==> src/rtl/wdt_pkg.sv <==
package wdt_pkg;
  localparam logic [3:0] OFS_CTRL = 4'h0;
  localparam logic [3:0] OFS_CMD  = 4'h4;
  localparam logic [3:0] OFS_TOUT = 4'h8;
  localparam logic [3:0] OFS_WIN  = 4'hC;

  localparam logic [15:0] KEY_OPEN_A = 16'hC520;
  localparam logic [15:0] KEY_OPEN_B = 16'hD928;
  localparam logic [15:0] KEY_KICK_A = 16'hA602;
  localparam logic [15:0] KEY_KICK_B = 16'hB480;

  localparam int BIT_UPD  = 5;
  localparam int BIT_EN   = 7;
  localparam int BIT_AUX  = 8;
  localparam int BIT_DONE = 10;
  localparam int BIT_OPEN = 11;

  typedef enum logic [1:0] {
    SEQ_IDLE      = 2'd0,
    SEQ_OPEN_HALF = 2'd1,
    SEQ_KICK_HALF = 2'd2
  } seq_t;
endpackage

==> src/rtl/wdt_keyseq.sv <==
module wdt_keyseq
  import wdt_pkg::*;
#(
  parameter int DATA_W = 32
) (
  input  logic              clk,
  input  logic              rst_n,
  input  logic              cmd_wr,
  input  logic [DATA_W-1:0] cmd_data,
  output logic              open_hit,
  output logic              kick_hit
);
  seq_t st_q;

  always_comb begin
    open_hit = cmd_wr && (st_q == SEQ_OPEN_HALF) && (cmd_data == DATA_W'(KEY_OPEN_B));
    kick_hit = cmd_wr && (st_q == SEQ_KICK_HALF) && (cmd_data == DATA_W'(KEY_KICK_B));
  end

  // Any write in the second slot ends the pending pair, hit or miss.
  always_ff @(posedge clk or negedge rst_n) begin
    if (!rst_n) begin
      st_q <= SEQ_IDLE;
    end else if (cmd_wr) begin
      if (st_q == SEQ_IDLE) begin
        if (cmd_data == DATA_W'(KEY_OPEN_A))      st_q <= SEQ_OPEN_HALF;
        else if (cmd_data == DATA_W'(KEY_KICK_A)) st_q <= SEQ_KICK_HALF;
        else                                      st_q <= SEQ_IDLE;
      end else begin
        st_q <= SEQ_IDLE;
      end
    end
  end

  assert_half_then_idle_R6: assert property (@(posedge clk) disable iff (!rst_n)
    (cmd_wr && st_q != SEQ_IDLE) |=> (st_q == SEQ_IDLE));
endmodule

==> src/rtl/wdt_lockctl.sv <==
module wdt_lockctl #(
  parameter int UNLOCK_CYCLES = 128
) (
  input  logic clk,
  input  logic rst_n,
  input  logic open_hit,
  input  logic cfg_taken,
  output logic unlocked,
  output logic applied
);
  localparam int LW = $clog2(UNLOCK_CYCLES + 1);

  logic [LW-1:0] left_q;

  always_ff @(posedge clk or negedge rst_n) begin
    if (!rst_n) begin
      unlocked <= 1'b0;
      left_q   <= '0;
    end else if (open_hit) begin
      unlocked <= 1'b1;
      left_q   <= LW'(UNLOCK_CYCLES - 1);
    end else if (unlocked) begin
      if (left_q == '0) unlocked <= 1'b0;
      else              left_q   <= left_q - 1'b1;
    end
  end

  always_ff @(posedge clk or negedge rst_n) begin
    if (!rst_n)         applied <= 1'b0;
    else if (open_hit)  applied <= 1'b0;
    else if (cfg_taken) applied <= 1'b1;
  end

  assert_open_after_key_R2: assert property (@(posedge clk) disable iff (!rst_n)
    open_hit |=> unlocked);
  assert_stays_shut_R2: assert property (@(posedge clk) disable iff (!rst_n)
    (!unlocked && !open_hit) |=> !unlocked);
  assert_done_cleared_R4: assert property (@(posedge clk) disable iff (!rst_n)
    open_hit |=> !applied);
  assert_done_set_R4: assert property (@(posedge clk) disable iff (!rst_n)
    (cfg_taken && !open_hit) |=> applied);
endmodule

==> src/rtl/wdt_counter.sv <==
module wdt_counter #(
  parameter int CNT_W = 32
) (
  input  logic             clk,
  input  logic             rst_n,
  input  logic             en,
  input  logic             kick,
  input  logic [CNT_W-1:0] limit,
  input  logic [CNT_W-1:0] window,
  output logic [CNT_W-1:0] count,
  output logic             rst_req,
  output logic             tripped
);
  logic early_kick;

  always_comb early_kick = en && (window != '0) && (count < window);

  always_ff @(posedge clk or negedge rst_n) begin
    if (!rst_n) begin
      count   <= '0;
      rst_req <= 1'b0;
      tripped <= 1'b0;
    end else begin
      rst_req <= 1'b0;
      if (!tripped) begin
        if (kick) begin
          count <= '0;
          if (early_kick) begin
            tripped <= 1'b1;
            rst_req <= 1'b1;
          end
        end else if (en) begin
          if (count >= limit) begin
            tripped <= 1'b1;
            rst_req <= 1'b1;
          end else begin
            count <= count + 1'b1;
          end
        end
      end
    end
  end

  assert_single_pulse_R8: assert property (@(posedge clk) disable iff (!rst_n)
    rst_req |=> !rst_req);
  assert_frozen_after_trip_R8: assert property (@(posedge clk) disable iff (!rst_n)
    tripped |=> ($stable(count) && !rst_req));
  assert_hold_when_off_R7: assert property (@(posedge clk) disable iff (!rst_n)
    (!tripped && !en && !kick) |=> $stable(count));
  assert_kick_zeroes_R5: assert property (@(posedge clk) disable iff (!rst_n)
    (kick && !tripped) |=> (count == '0));
endmodule

==> src/rtl/wdt_keyed.sv <==
module wdt_keyed
  import wdt_pkg::*;
#(
  parameter int DATA_W        = 32,
  parameter int ADDR_W        = 4,
  parameter int UNLOCK_CYCLES = 128,
  parameter logic [31:0] LIMIT_RESET = 32'h400
) (
  input  logic              clk,
  input  logic              rst_n,
  input  logic              bus_wr,
  input  logic [ADDR_W-1:0] bus_addr,
  input  logic [DATA_W-1:0] bus_wdata,
  output logic [DATA_W-1:0] bus_rdata,
  output logic              rst_req
);
  localparam logic [DATA_W-1:0] CTRL_WMASK =
    (DATA_W'(1) << BIT_EN) | (DATA_W'(1) << BIT_UPD) | (DATA_W'(1) << BIT_AUX);
  localparam logic [DATA_W-1:0] CTRL_RESET =
    (DATA_W'(1) << BIT_EN) | (DATA_W'(1) << BIT_UPD);

  logic [DATA_W-1:0] ctrl_q, limit_q, win_q, count;
  logic sel_ctrl, sel_cmd, sel_tout, sel_win;
  logic cmd_wr, cfg_taken, open_hit, kick_hit, unlocked, applied, tripped;

  always_comb begin
    sel_ctrl  = (bus_addr == ADDR_W'(OFS_CTRL));
    sel_cmd   = (bus_addr == ADDR_W'(OFS_CMD));
    sel_tout  = (bus_addr == ADDR_W'(OFS_TOUT));
    sel_win   = (bus_addr == ADDR_W'(OFS_WIN));
    cmd_wr    = bus_wr && sel_cmd;
    cfg_taken = bus_wr && unlocked && (sel_ctrl || sel_tout || sel_win);
  end

  wdt_keyseq #(.DATA_W(DATA_W)) u_keys (
    .clk(clk), .rst_n(rst_n), .cmd_wr(cmd_wr), .cmd_data(bus_wdata),
    .open_hit(open_hit), .kick_hit(kick_hit)
  );

  wdt_lockctl #(.UNLOCK_CYCLES(UNLOCK_CYCLES)) u_lock (
    .clk(clk), .rst_n(rst_n), .open_hit(open_hit), .cfg_taken(cfg_taken),
    .unlocked(unlocked), .applied(applied)
  );

  wdt_counter #(.CNT_W(DATA_W)) u_cnt (
    .clk(clk), .rst_n(rst_n), .en(ctrl_q[BIT_EN]), .kick(kick_hit),
    .limit(limit_q), .window(win_q), .count(count),
    .rst_req(rst_req), .tripped(tripped)
  );

  always_ff @(posedge clk or negedge rst_n) begin
    if (!rst_n) begin
      ctrl_q  <= CTRL_RESET;
      limit_q <= DATA_W'(LIMIT_RESET);
      win_q   <= '0;
    end else if (cfg_taken) begin
      if (sel_ctrl) ctrl_q  <= bus_wdata & CTRL_WMASK;
      if (sel_tout) limit_q <= bus_wdata;
      if (sel_win)  win_q   <= bus_wdata;
    end
  end

  always_comb begin
    bus_rdata = '0;
    if (sel_ctrl)
      bus_rdata = ctrl_q | (DATA_W'(unlocked) << BIT_OPEN) | (DATA_W'(applied) << BIT_DONE);
    else if (sel_cmd)  bus_rdata = count;
    else if (sel_tout) bus_rdata = limit_q;
    else if (sel_win)  bus_rdata = win_q;
  end

  assert_locked_limit_R3: assert property (@(posedge clk) disable iff (!rst_n)
    (bus_wr && sel_tout && !unlocked) |=> $stable(limit_q));
  assert_locked_ctrl_R3: assert property (@(posedge clk) disable iff (!rst_n)
    (bus_wr && sel_ctrl && !unlocked) |=> $stable(ctrl_q));
  assert_locked_window_R3: assert property (@(posedge clk) disable iff (!rst_n)
    (bus_wr && sel_win && !unlocked) |=> $stable(win_q));
  assert_no_req_untripped_R8: assert property (@(posedge clk) disable iff (!rst_n)
    rst_req |-> tripped);
endmodule

==> config.mk <==
export PLATFORM = sky130hd
export DESIGN_NAME = wdt_keyed
export DESIGN_NICKNAME = d
export VERILOG_FILES = /design/src/rtl/wdt_pkg.sv /design/src/rtl/wdt_keyseq.sv /design/src/rtl/wdt_lockctl.sv /design/src/rtl/wdt_counter.sv /design/src/rtl/wdt_keyed.sv
export SDC_FILE = /design/constraint.sdc
export NUM_CORES = 1
export LEC_CHECK = 0
export BUFFER_PORTS_ARGS = -buffer_cell sky130_fd_sc_hd__buf_2
export CAP_MARGIN = 20
export CORE_MARGIN = 2
export CORE_UTILIZATION = 29
export DETAILED_ROUTE_END_ITERATION = 8
export GPL_TIMING_DRIVEN = 0
export PLACE_DENSITY = 0.56
export SETUP_SLACK_MARGIN = 0.2
export SYNTH_ARGS = -nofsm -noshare
export SYNTH_HDL_FRONTEND = slang
export SYNTH_SLANG_ARGS = --single-unit
==> constraint.sdc <==
create_clock -name clk -period 5.34 [get_ports clk]
set_input_delay 0.534 -clock clk [delete_from_list [all_inputs] [get_ports clk]]
set_output_delay 0.534 -clock clk [all_outputs]
set_load 0.1 [all_outputs]
Yosys cells after proc, flatten, opt, wreduce, memory -nomap -nowiden

Index checks and enable logic that the tools add are counted.

Register bits after elaboration: 113
Output and inout bits: 33
Memories: 0
Input bits: 39
Logic and storage cells: 75
RAM bits: 0
Latch bits: 0
ROM bits: 0

Bitwise logic cells: 3
Div/mod/pow operators: 0
Muxes and demuxes: 24
Order comparisons: 2
$add $sub $neg: 2
Reductions and logical operators: 23
Eq/ne operators: 11
$mul: 0
Shifts and indexed selects: 0

Operators by type and width:

| kind                                             | count |
|---|---|
| 2-to-1 mux 32 bit                                | 7 |
| == test 32 x 16 -> 1 bit, second input constant  | 4 |
| adder 32 x 1 -> 32 bit, second input constant    | 1 |
| greater-or-equal comparator 32 bit               | 1 |
| less-than comparator 32 bit                      | 1 |
| nonzero test 32 bit                              | 1 |
| 2-to-1 mux 8 bit                                 | 3 |
| bitwise OR 12 x 11 -> 12 bit                     | 1 |
| bitwise OR 9 x 12 -> 12 bit                      | 1 |
| 2-to-1 mux 1 bit                                 | 11 |
| logical AND 1 bit                                | 9 |
| == test 4 bit, second input constant             | 2 |
| zero test 8 bit                                  | 1 |
| AND reduction 2 bit                              | 4 |
| subtractor 8 x 1 -> 8 bit, second input constant | 1 |
| 2-to-1 mux 2 bit                                 | 3 |
| nonzero test 2 bit                               | 3 |
| == test 4 x 3 -> 1 bit, second input constant    | 1 |
| zero test 4 bit                                  | 1 |
| != test 2 bit, second input constant             | 2 |
| AND reduction 3 bit                              | 1 |
| == test 2 x 1 -> 1 bit, second input constant    | 1 |
| == test 2 bit, second input constant             | 1 |
| zero test 2 bit                                  | 1 |
| other kinds (2)                                  | 3 |

Longest topological paths before layout

Word-level depth: 6
Depth in mapped cells: 10
Mapped depth without buffers: 9

Hierarchy

From an unflattened synthesis, not the netlist that was laid out.

Cell total of the unflattened synthesis: 845
Area total of the unflattened synthesis: 8334.2 µm²

By module, submodules not included:

| module      | area an instance (µm²) | cells each | times used | sequential area each (µm²) |
|---|---|---|---|---|
| wdt_counter | 4050.1                 | 507        | 1          | 850.8 |
| wdt_keyed   | 3525.9                 | 256        | 1          | 1680.4 |
| wdt_lockctl | 529.3                  | 53         | 1          | 250.2 |
| wdt_keyseq  | 229.0                  | 29         | 1          | 50.0 |

Worst setup path before layout

OpenSTA, ideal clock, no wires.

Path kind: input -> output
Start: in bus_addr[2]
End: out bus_rdata[19]
Stages on the path: 6
Slack: 1.850 ns
Arrival: 2.956 ns
Path buffers: 3
Data required time: 4.806 ns
Cell sequence: clkbuf_1 nor2b_1 clkbuf_1 clkbuf_1 a22oi_1 nor2_1

Word-level cells in the longest chain between the ends: 5
Elaborated cells on any way between the ends: 8
Those cells by class: eq/ne (3); mux (4); reduce/logical (1)

RTL lines:

| what                | line            | source |
|---|---|---|
| start: declaration  | wdt_keyed.sv:12 | `input logic [ADDR_W-1:0] bus_addr,` |
| == test 4 bit       | wdt_keyed.sv:30 | `sel_win = (bus_addr == ADDR_W'(OFS_WIN));` |
| 2-to-1 mux 32 bit   | wdt_keyed.sv:69 | `else if (sel_win) bus_rdata = win_q;` |
| 2-to-1 mux 32 bit   | wdt_keyed.sv:68 | `else if (sel_tout) bus_rdata = limit_q;` |
| 2-to-1 mux 32 bit   | wdt_keyed.sv:67 | `else if (sel_cmd) bus_rdata = count;` |
| 2-to-1 mux 32 bit * | wdt_keyed.sv:65 | `if (sel_ctrl)` |
| end: declaration    | wdt_keyed.sv:14 | `output logic [DATA_W-1:0] bus_rdata,` |

Every way passes the cells marked *; elsewhere a longest branch is shown, timed or not.

Worst setup path in the final report

Same ends and word-level chain as after synthesis.

==> summary.md <==
* **TritonCTS clock tree** built
* **compound-cell area share of the yosys netlist** 17.1%
* **total cell area at the placement stage** 0.00814 sq mm
* **number of flip-flops and latches in the synthesized netlist** 113
* **required time at the worst-slack endpoint** 4810 ps
* **critical path startpoint category** input port
* **critical path endpoint category** primary output
* **Inserted Diodes** 0
* **Reg-to-Reg Start** u_cnt.count[0]$_DFFE_PN0P_
* **Pleak** 3.91 nW
* **Yosys top cell area share** 37.5%
* **worst supply voltage drop on vdd** 0.153 mV
* **max-capacitance violation count** 0
* **vias after detailed routing** 6722
* **total negative slack for setup checks** 0 ps
* **Residual DRC** 0
* **max-slew violation count** 0
* **Synth Area in XOR/XNOR** 0.596%
* **clock insertion delay at the later pin of the skew report** 420 ps
* **final setup violation count** 0
* **GRT Total Usage** 18.1%
* **dominant combinational cell family by area after synthesis** simple AND/OR/NAND/NOR gates
* **Final Critical Period** 3690 ps
* **Rows** 58
* **cell types with the highest counts after synthesis** sky130_fd_sc_hd__dfrtp_1 (110), sky130_fd_sc_hd__o21ai_0 (91), sky130_fd_sc_hd__nand2_1 (89), sky130_fd_sc_hd__nor2_1 (84), sky130_fd_sc_hd__inv_1 (72)
* **CTS buffer count** 17
* **global-route wire length before repair** 36.9 mm
* **number of antenna violations at the first check in global routing** 0
* **Switching Fraction** 33.3%
* **Min Hold Slack** 8.40 ps
* **number of nets in the finished design** 1040
* **area share of and/or/nand/nor cells after synthesis** 19.6%
* **ys async rst share** 100%
* **total grt overflow** 0
* **Syn. warnings** 0
* **pin slew with the least headroom to its limit** 1010 ps
* **sequential cell area fraction in the yosys report** 38.5%
* **internal power** 2.13 mW
* **Vias/cell** 5.26
* **remaining antenna violation count** 0
* **vias in the first global route** 6495
* **effective utilization at floorplan** 29.3%
* **syn nets** 951
* **Clock Root Buffer** sky130_fd_sc_hd__clkbuf_16
* **CP startpoint** bus_addr[2]
* **most used standard cell by instance count after synthesis** sky130_fd_sc_hd__dfrtp_1
* **core box area** 0.0250 sq mm
* **Post-CTS Setup Bufs** 0
* **number of placed I/O pins** 72
* **full die area** 0.0266 sq mm
* **H-tree depth reported by CTS** 4
* **highest net fanout along the worst path** 10
* **relative max-transition margin** 32.4%
* **highest attainable clock frequency** 271 MHz
* **r2r worst-path depth** 10
* **HPWL after detailed placement** 17.7 mm
* **fraction of synthesized area in multiplexers** 7.20%
* **number of enable-type register cells in the synthesized netlist** 0
* **hold buffer count at CTS** 0
* **net switching power** 1.06 mW
* **iteration-0 DRC count of the detailed router** 591
* **Clock Skew** 6.33 ps
* **leading post-synthesis cells by cell area** sky130_fd_sc_hd__dfrtp_1 (37%), sky130_fd_sc_hd__ha_1 (11%), sky130_fd_sc_hd__o21ai_0 (6.2%), sky130_fd_sc_hd__mux2_2 (5.7%), sky130_fd_sc_hd__nand2_1 (4.5%)
* **internal reg-to-reg setup slack** 1770 ps
* **area of the mapped netlist** 0.00735 sq mm
* **Avg WL per Cell** 18.4 um
* **aggregate routed wire length** 23.6 mm
* **critical path class** in2out
* **post-cts repair resize count** 0
* **DRT Pass-1 Iters** 5
* **share of layout cells above drive strength 1** 16.9%
* **distinct cell type count after synthesis** 55
* **quantity of I/O buffers inserted on ports** 69
* **Die Height** 163 um
* **Worst R2R End** u_cnt.count[18]$_DFFE_PN0P_
* **number of hold-slack violations in the final timing report** 0
* **clock transition time at the flip-flop clock pins of the worst setup and hold paths** 50 ps
* **final design area excluding fillers** 0.00879 sq mm
* **hold crit path type** in2async
* **clock group share of total power** 40.1%
* **largest net degree at the start of global routing** 79
* **data arrival time at the worst-slack endpoint** 3160 ps
* **end point of the critical path** bus_rdata[19]
* **final clock period utilization by the worst path** 69.1%
* **Post-Synthesis Cells** 846
* **synthesized area per cell** 8.68 sq um
* **proportion of power drawn by combinational gates** 24.1%
* **status** finished, final reports clean
* **CTS sink count** 113
* **final RePlAce weighted congestion** 0.844
* **Die X-Extent** 163 um
* **sequential group share of total power** 35.8%
* **most frequently used flop master after synthesis** sky130_fd_sc_hd__dfrtp_1
* **power density cells** 363 mW/mm^2
* **Max Root-Sink Buffers** 2
* **layout overhead on the synthesized area** 19.7%
* **post-synth top area cell** sky130_fd_sc_hd__dfrtp_1
* **setup repair after global routing missed its margin** no
* **share of synthesized cell area in full adder, half adder and majority cells** 11.2%
## worst max-delay path, stage by stage
cell and delay [ps]:
sky130_fd_sc_hd__clkbuf_1 320, sky130_fd_sc_hd__nor2b_1 220, sky130_fd_sc_hd__clkbuf_1 570, sky130_fd_sc_hd__clkbuf_1 540, sky130_fd_sc_hd__a22oi_1 220, sky130_fd_sc_hd__nor2_1 250
sky130_fd_sc_hd__buf_2 490
## worst min path at each step
stage | cells past startpoint | from | slack (ps) | end
6_report | 1 | rst_n | 8 | u_keys.st_q[0]$_DFFE_PN0P_
4_1_cts | 1 | rst_n | 10 | u_keys.st_q[0]$_DFFE_PN0P_
5_1_grt | 1 | rst_n | 20 | u_keys.st_q[0]$_DFFE_PN0P_
2_1_floorplan | 0 | rst_n | 240 | ctrl_q[8]$_DFFE_PN0P_
3_5_place_dp | 1 | rst_n | 460 | u_keys.st_q[0]$_DFFE_PN0P_
3_3_place_gp | 1 | u_lock.applied$_DFFE_PN0P_ | 470 | u_lock.applied$_DFFE_PN0P_
## routing by layer
metal  vias up  part of all wire (%)  GRT usage (%)
met5         -                     0              0
met4         0                   1.5           5.03
met3        29                   6.1           3.56
met2       213                    44           27.8
met1      3267                    48           25.9
li1       3213                     -              -
## registers in the layout, indices dropped and copies added, names as in the netlist
register and cells:
u_lock.unlocked 1, u_cnt.count 32, u_cnt.tripped 1, win_q 32, ctrl_q 3, u_lock.applied 1, u_cnt.rst_req 1, limit_q 32
u_lock.left_q 8, u_keys.st_q 2
## power by group through the flow
stage               combinational, mW  clock (mW)  sequential [mW]
floorplan                       0.555           0             1.10
global placement                0.748           0             1.15
detailed placement              0.761           0             1.15
CTS                             0.768        1.29             1.14
global route                    0.861        1.33             1.16
finish                          0.768        1.28             1.14
## per-stage QoR
| step | std cells | setup slack, ps | total power, mW | util, % |
|---|---|---|---|---|
| 6_report | 1278 | 1650 | 3.19 | 35.1 |
| 2_1_floorplan | 846 | 1850 | 1.66 | - |
| 5_1_grt | 1278 | 1600 | 3.36 | 35.1 |
| 4_1_cts | 1278 | 1710 | 3.20 | 35.1 |
| 3_5_place_dp | 1246 | 1720 | 1.91 | 32.5 |
| 3_3_place_gp | 1245 | 1700 | 1.90 | 32.4 |
## kinds of logic after synthesis
group	count (synthesis)
AND/OR/NAND/NOR	297
adder cells (fa/ha/maj)	66
AO/OA/AOI/OAI	216
buffers and inverters	107
flip-flops	113
multiplexers	42
XOR/XNOR	5
## placed cells by master, fill, tap and decap left out, types with 26 or more instances in the layout
| cell | n |
|---|---|
| sky130_fd_sc_hd__nor2_1 | 84 |
| sky130_fd_sc_hd__a21oi_1 | 37 |
| sky130_fd_sc_hd__nand4_1 | 28 |
| sky130_fd_sc_hd__buf_2 | 70 |
| sky130_fd_sc_hd__ha_1 | 66 |
| sky130_fd_sc_hd__inv_1 | 72 |
| sky130_fd_sc_hd__clkbuf_1 | 26 |
| sky130_fd_sc_hd__a22oi_1 | 28 |
| sky130_fd_sc_hd__nand2_1 | 89 |
| sky130_fd_sc_hd__o21ai_0 | 91 |
| sky130_fd_sc_hd__dfrtp_1 | 110 |
| sky130_fd_sc_hd__mux2_2 | 37 |
## cell type report
class / count / area (sq um)
Tap cell: 330 / 413
Clock buffer: 19 / 443
Clock inverter: 13 / 209
Sequential cell: 113 / 2830
Multi-Input combinational cell: 626 / 4100
Buffer: 35 / 149
Timing Repair Buffer: 70 / 379
Inverter: 72 / 270
Fill cell: 2638 / 16200
Note: power is estimated with default switching activity, not from simulation.
